### src/rtl/tlb_pkg.sv
package tlb_pkg;
  localparam int PROT_W = 2;

  typedef struct packed {
    logic user;
    logic write;
  } prot_t;

  function automatic logic access_ok(input prot_t p, input logic is_wr, input logic is_usr);
    return (!is_wr || p.write) && (!is_usr || p.user);
  endfunction
endpackage

### src/rtl/tlb_match.sv
module tlb_match #(
  parameter int N      = 16,
  parameter int VPN_W  = 20,
  parameter int ASID_W = 8,
  localparam int IW    = $clog2(N)
) (
  input  logic [N-1:0]             valid,
  input  logic [N-1:0][VPN_W-1:0]  vpn_tab,
  input  logic [N-1:0][ASID_W-1:0] asid_tab,
  input  logic [VPN_W-1:0]         key_vpn,
  input  logic [ASID_W-1:0]        key_asid,
  output logic [N-1:0]             hit_vec,
  output logic                     hit,
  output logic [IW-1:0]            hit_idx
);
  for (genvar g = 0; g < N; g++) begin : g_cmp
    assign hit_vec[g] = valid[g] && (vpn_tab[g] == key_vpn) && (asid_tab[g] == key_asid);
  end

  assign hit = |hit_vec;

  always_comb begin
    hit_idx = '0;
    for (int i = 0; i < N; i++) begin
      if (hit_vec[i]) hit_idx = hit_idx | IW'(i);
    end
  end
endmodule

### src/rtl/tlb_lru.sv
module tlb_lru #(
  parameter int N   = 16,
  localparam int IW = $clog2(N)
) (
  input  logic          clk,
  input  logic          rst_n,
  input  logic          touch_en,
  input  logic [IW-1:0] touch_idx,
  input  logic [N-1:0]  valid,
  output logic [IW-1:0] victim_idx
);
  localparam logic [IW-1:0] OLDEST = IW'(N - 1);

  logic [N-1:0][IW-1:0] age_q;
  logic [IW-1:0]        touch_age;

  assign touch_age = age_q[touch_idx];

  always_ff @(posedge clk or negedge rst_n) begin
    if (!rst_n) begin
      for (int i = 0; i < N; i++) age_q[i] <= IW'(i);
    end else if (touch_en) begin
      for (int i = 0; i < N; i++) begin
        if (IW'(i) == touch_idx)        age_q[i] <= '0;
        else if (age_q[i] < touch_age)  age_q[i] <= age_q[i] + 1'b1;
      end
    end
  end

  always_comb begin
    logic found;
    found      = 1'b0;
    victim_idx = '0;
    for (int i = 0; i < N; i++) begin
      if (!valid[i] && !found) begin
        victim_idx = IW'(i);
        found      = 1'b1;
      end
    end
    if (!found) begin
      for (int i = 0; i < N; i++) begin
        if (age_q[i] == OLDEST) victim_idx = IW'(i);
      end
    end
  end
endmodule

### src/rtl/tlb_asid_cache.sv
module tlb_asid_cache
  import tlb_pkg::*;
#(
  parameter int ENTRIES = 16,
  parameter int VPN_W   = 20,
  parameter int OFF_W   = 12,
  parameter int PFN_W   = 20,
  parameter int ASID_W  = 8,
  localparam int VA_W   = VPN_W + OFF_W,
  localparam int PA_W   = PFN_W + OFF_W,
  localparam int IW     = $clog2(ENTRIES)
) (
  input  logic              clk,
  input  logic              rst_n,
  input  logic              req_valid,
  output logic              req_ready,
  input  logic [VA_W-1:0]   req_vaddr,
  input  logic [ASID_W-1:0] req_asid,
  input  logic              req_write,
  input  logic              req_user,
  output logic              resp_valid,
  input  logic              resp_ready,
  output logic              resp_hit,
  output logic              resp_fault,
  output logic [PA_W-1:0]   resp_paddr,
  output logic              resp_modified,
  output logic              resp_ref_prev,
  input  logic              fill_valid,
  output logic              fill_ready,
  input  logic [VPN_W-1:0]  fill_vpn,
  input  logic [ASID_W-1:0] fill_asid,
  input  logic [PFN_W-1:0]  fill_pfn,
  input  logic [PROT_W-1:0] fill_prot,
  input  logic              flush_all,
  input  logic              flush_asid_en,
  input  logic [ASID_W-1:0] flush_asid
);
  logic [ENTRIES-1:0]             valid_q;
  logic [ENTRIES-1:0][VPN_W-1:0]  vpn_q;
  logic [ENTRIES-1:0][ASID_W-1:0] asid_q;
  logic [ENTRIES-1:0][PFN_W-1:0]  pfn_q;
  prot_t [ENTRIES-1:0]            prot_q;
  logic [ENTRIES-1:0]             mod_q;
  logic [ENTRIES-1:0]             ref_q;

  logic flush_any, fill_go, req_go;
  assign flush_any  = flush_all | flush_asid_en;
  assign fill_ready = !flush_any;
  assign req_ready  = !flush_any && !fill_valid && (!resp_valid || resp_ready);
  assign fill_go    = fill_valid && fill_ready;
  assign req_go     = req_valid && req_ready;

  logic [VPN_W-1:0] req_vpn;
  logic [OFF_W-1:0] req_off;
  assign req_vpn = req_vaddr[VA_W-1:OFF_W];
  assign req_off = req_vaddr[OFF_W-1:0];

  logic [ENTRIES-1:0] look_vec, fill_vec;
  logic               look_hit, fill_hit;
  logic [IW-1:0]      look_idx, fill_match_idx, victim_idx, fill_idx;

  tlb_match #(.N(ENTRIES), .VPN_W(VPN_W), .ASID_W(ASID_W)) u_look_match (
    .valid(valid_q), .vpn_tab(vpn_q), .asid_tab(asid_q),
    .key_vpn(req_vpn), .key_asid(req_asid),
    .hit_vec(look_vec), .hit(look_hit), .hit_idx(look_idx)
  );

  tlb_match #(.N(ENTRIES), .VPN_W(VPN_W), .ASID_W(ASID_W)) u_fill_match (
    .valid(valid_q), .vpn_tab(vpn_q), .asid_tab(asid_q),
    .key_vpn(fill_vpn), .key_asid(fill_asid),
    .hit_vec(fill_vec), .hit(fill_hit), .hit_idx(fill_match_idx)
  );

  assign fill_idx = fill_hit ? fill_match_idx : victim_idx;

  logic          touch_en;
  logic [IW-1:0] touch_idx;
  assign touch_en  = fill_go || (req_go && look_hit);
  assign touch_idx = fill_go ? fill_idx : look_idx;

  tlb_lru #(.N(ENTRIES)) u_lru (
    .clk(clk), .rst_n(rst_n),
    .touch_en(touch_en), .touch_idx(touch_idx),
    .valid(valid_q), .victim_idx(victim_idx)
  );

  logic look_ok, look_mod_set;
  assign look_ok      = access_ok(prot_q[look_idx], req_write, req_user);
  assign look_mod_set = look_hit && look_ok && req_write;

  logic [ENTRIES-1:0] flush_mask;
  for (genvar g = 0; g < ENTRIES; g++) begin : g_flush
    assign flush_mask[g] = flush_all || (flush_asid_en && (asid_q[g] == flush_asid));
  end

  always_ff @(posedge clk or negedge rst_n) begin
    if (!rst_n) begin
      valid_q <= '0;
      vpn_q   <= '0;
      asid_q  <= '0;
      pfn_q   <= '0;
      prot_q  <= '0;
      mod_q   <= '0;
      ref_q   <= '0;
    end else if (flush_any) begin
      valid_q <= valid_q & ~flush_mask;
    end else if (fill_go) begin
      valid_q[fill_idx] <= 1'b1;
      vpn_q[fill_idx]   <= fill_vpn;
      asid_q[fill_idx]  <= fill_asid;
      pfn_q[fill_idx]   <= fill_pfn;
      prot_q[fill_idx]  <= prot_t'(fill_prot);
      mod_q[fill_idx]   <= 1'b0;
      ref_q[fill_idx]   <= 1'b0;
    end else if (req_go && look_hit) begin
      ref_q[look_idx] <= 1'b1;
      if (look_mod_set) mod_q[look_idx] <= 1'b1;
    end
  end

  always_ff @(posedge clk or negedge rst_n) begin
    if (!rst_n) begin
      resp_valid    <= 1'b0;
      resp_hit      <= 1'b0;
      resp_fault    <= 1'b0;
      resp_paddr    <= '0;
      resp_modified <= 1'b0;
      resp_ref_prev <= 1'b0;
    end else if (req_go) begin
      resp_valid    <= 1'b1;
      resp_hit      <= look_hit;
      resp_fault    <= look_hit && !look_ok;
      resp_paddr    <= look_hit ? {pfn_q[look_idx], req_off} : '0;
      resp_modified <= look_hit && (mod_q[look_idx] || look_mod_set);
      resp_ref_prev <= look_hit && ref_q[look_idx];
    end else if (resp_ready) begin
      resp_valid <= 1'b0;
    end
  end
endmodule

### config.mk
export PLATFORM = sky130hd
export DESIGN_NAME = tlb_asid_cache
export DESIGN_NICKNAME = d
export VERILOG_FILES = /design/src/rtl/tlb_pkg.sv /design/src/rtl/tlb_match.sv /design/src/rtl/tlb_lru.sv /design/src/rtl/tlb_asid_cache.sv
export SDC_FILE = /design/constraint.sdc
export NUM_CORES = 2
export LEC_CHECK = 0
export BUFFER_PORTS_ARGS = -buffer_cell sky130_fd_sc_hd__buf_2
export CORE_MARGIN = 5
export CORE_UTILIZATION = 45
export DETAILED_ROUTE_END_ITERATION = 16
export PLACE_DENSITY_LB_ADDON = 0.05
export SYNTH_ARGS = -nofsm -noshare
export SYNTH_HDL_FRONTEND = slang
export SYNTH_SLANG_ARGS = --single-unit
### constraint.sdc
create_clock -name clk -period 10.5 [get_ports clk]
set_input_delay 1.05 -clock clk [delete_from_list [all_inputs] [get_ports clk]]
set_output_delay 1.05 -clock clk [all_outputs]
set_load 0.02 [all_outputs]
==> impl_metrics.py <==
metrics = {
    "status": {
        "status": "finished, final reports clean",
    },
    "clocking": {
        "cts_tree": "built",
        "post-cts-setup-buffers": 0,
        "clockRootBuffer": "clkbuf_16",
        "clock_path_buffers": 3,
        "h-tree-depth": 3,
        "cts_hold_buffers": 0,
        "cts-resized-gates": 0,
        "numClockSinks": 949,
        "cts_buffers": 109,
        "clk_latency_ns": 0.76,
        "clk_pin_slew_worst_paths_ns": 0.06,
    },
    "yosys": {
        "yosysMostFrequentCell": "nand2_1",
        "synth_edf_count": 0,
        "synth_seq_cells": 949,
        "syn_nets": 5930,
        "yosys-top-cells-count": "nand2_1 (940), dfrtp_1 (917), xnor2_1 (791)",
        "ys.flop_type": "dfrtp_1",
        "synthSimpleGateAreaFrac": 0.162,
        "synth.distinct_cells": 98,
        "syn_area_mm2": 0.0574,
        "synth_compound_area_frac": 0.0710,
        "syn_inst": 5759,
        "synth_top_area_share": 0.400,
        "synth_fa_ha_area_frac": 0.0139,
        "ys_top_cells_by_area": "dfrtp_1 (40%), mux2_2 (12%), xnor2_1 (12%)",
        "yosys.area.top_type": "dfrtp_1",
        "seq_area_frac_synth": 0.414,
        "postSynth.asyncResetShare": 1.00,
        "synthesis.yosys.warnings": 0,
        "synth_xor_area_frac": 0.153,
        "synth_top_family_by_area": "simple AND/OR/NAND/NOR gates",
        "synthMuxAreaShare": 0.144,
        "syn_area_per_cell_um2": 9.97,
    },
    "global_routing": {
        "grt_overflow": 0,
        "antenna_found_initial": 12,
        "grt_pass1_vias": 44600,
        "grt_pass1_wl_um": 326000,
        "grt_max_degree": 163,
        "grt_usage": 0.327,
    },
    "floorplan": {
        "die_h_um": 367,
        "initial_utilization": 0.452,
        "die-area_mm2": 0.135,
        "die_w_um": 367,
        "coreArea_mm2": 0.127,
        "pin_count": 146,
        "rows": 131,
    },
    "route": {
        "num_vias": 45600,
        "viasPerCell": 6.10,
        "drt_first_pass_iters": 7,
        "wl_met3_um": 20900,
        "drcViolationCount": 0,
        "ant_nets": 0,
        "wl_met1_um": 99300,
        "routed.top_layer": "met5",
        "wire_per_inst_um": 30.1,
        "first_iter_violations": 5026,
        "wl_um": 225000,
        "met2WireLength_um": 95000,
    },
    "flow_run": {
        "drv_cap": 0,
    },
    "sta": {
        "slew_violations": 0,
        "slew_headroom": 0.137,
        "tns_ns": 0,
        "rsz0062_at_grt": "no",
        "holdWs_ns": 0.336,
        "fin_crit_sh": 0.719,
        "setup_violations": 0,
        "tightest_slew_ns": 1.29,
        "hold_viol_final": 0,
        "fmax_mhz": 132,
        "finalClockSkew_ns": 0.0521,
        "period_minus_slack_ns": 7.55,
    },
    "worst_setup_path": {
        "worstRegToRegCells": 20,
        "regToRegSetupSlack_ns": 3.61,
        "critPathCaptureType": "flip-flop",
        "start_kind": "input port",
        "path_class": "input port to flip-flop",
        "crit_arrival_ns": 8.22,
        "reg2reg_to": "u_lru.age_q[4]",
        "crit_fanout": 36,
        "r2r_start": "valid_q[5]",
        "startpoint": "fill_asid[6]",
        "critPathRequiredTime_ns": 11.17,
        "crit_path_end": "u_lru.age_q[4]",
    },
    "power_and_ir_drop": {
        "leakagePower_nw": 28.7,
        "cellPowerDensity_mw_per_mm2": 155,
        "max-vdd-ir-drop_v": 0.000141,
    },
    "final_layout": {
        "synthToLayoutAreaGrowth_pct": 9.62,
        "nets": 5900,
        "drive_gt1_frac": 0.204,
    },
    "placed_design": {
        "port_buffers": 145,
        "routabilityCongestion": 0.972,
        "dpl.hpwl_um": 147000,
    },
    "hold_path": {
        "hold_path_class": "input port to async pin",
    },
}
==> where the power goes <==
part | internal [mW] | switching (mW) | total [mW]
clock network | 2.17 | 1.66 | 3.83
logic | 0.705 | 1.11 | 1.81
registers | 3.87 | 0.268 | 4.14
==> worst max-delay path, stage by stage <==
cell and delay (ns):
buf_2 0.80, buf_4 0.46, xnor2_1 0.14, nand3_1 0.10, nor4_1 0.06, a22oi_1 0.50
nand3_1 0.31, nor2_1 0.39, a21boi_1 0.28, a21oi_4 0.93, buf_4 0.35, nand2_1 0.07
o211ai_1 0.11, o211ai_1 0.13, nand3_1 0.14, nand2_1 0.52, ha_1 0.54, a21o_1 0.16
a211o_1 0.28, o31ai_1 0.36, o21ai_0 0.18, mux2_2 0.30
==> through the flow <==
stage | cells | util | worst slack (ns) | cell area [µm²] | power, mW
after floorplan | 5759 | - | 4.76 | 57400 | 5.35
after global placement | 7280 | 0.467 | 2.45 | 59400 | 5.96
after detailed placement | 7280 | 0.467 | 2.41 | 59400 | 5.97
after CTS | 7482 | 0.495 | 3.17 | 62900 | 9.83
after global routing | 7482 | 0.495 | 2.63 | 62900 | 10.2
final | 7485 | 0.495 | 2.95 | 63000 | 9.78
==> worst min-delay path by stage <==
stage	startpoint	end
after floorplan	pfn_q[200]	pfn_q[200]
after global placement	resp_paddr[9]	resp_paddr[9]
after detailed placement	resp_paddr[3]	resp_paddr[3]
after CTS	rst_n	asid_q[49]
after global routing	rst_n	asid_q[51]
final	rst_n	asid_q[49]
==> metal layers <==
layer / GRT usage / vias up
li1: - / 20100
met1: 0.469 / 23000
met2: 0.480 / 2085
met3: 0.0722 / 487
met4: 0.131 / 6
met5: 0 / -
==> cell type report <==
cell class	instances	area (µm²)
diodes	3	7.51
flip-flops and latches	949	23800
inverters	69	259
fillers	11900	64200
clock inverters	30	380
clock buffers	172	3190
well taps	1662	2080
repair buffers	283	1870
multi-input cells	4317	31400
==> registers in the layout (all words and copies together) (netlist names) <==
signal and flops:
vpn_q 320, resp_valid 1, mod_q 16, resp_hit 1, prot_q 32, pfn_q 320, resp_ref_prev 1, valid_q 16
u_lru.age_q 64, resp_paddr 32, resp_modified 1, ref_q 16, resp_fault 1, asid_q 128
==> cell families after synthesis <==
family                   Yosys count
AO/OA/AOI/OAI                    595
buffers and inverters            493
multiplexers                     749
XOR/XNOR                        1003
AND/OR/NAND/NOR                 1906
adder cells (fa/ha/maj)           64
flip-flops                       949
==> placed cells by master (no fill, tap or decap), drive strengths merged, types with 64 or more instances in the layout <==
cell	instances
a21oi	102
buf	283
clkbuf	172
dfrtp	917
ha	64
inv	72
mux2	626
mux2i	123
nand2	940
nand3	157
nand4	321
nor2	95
nor4	143
o211ai	68
o21ai	180
xnor2	792
xor2	211
Power figures use the tool's default switching activity.
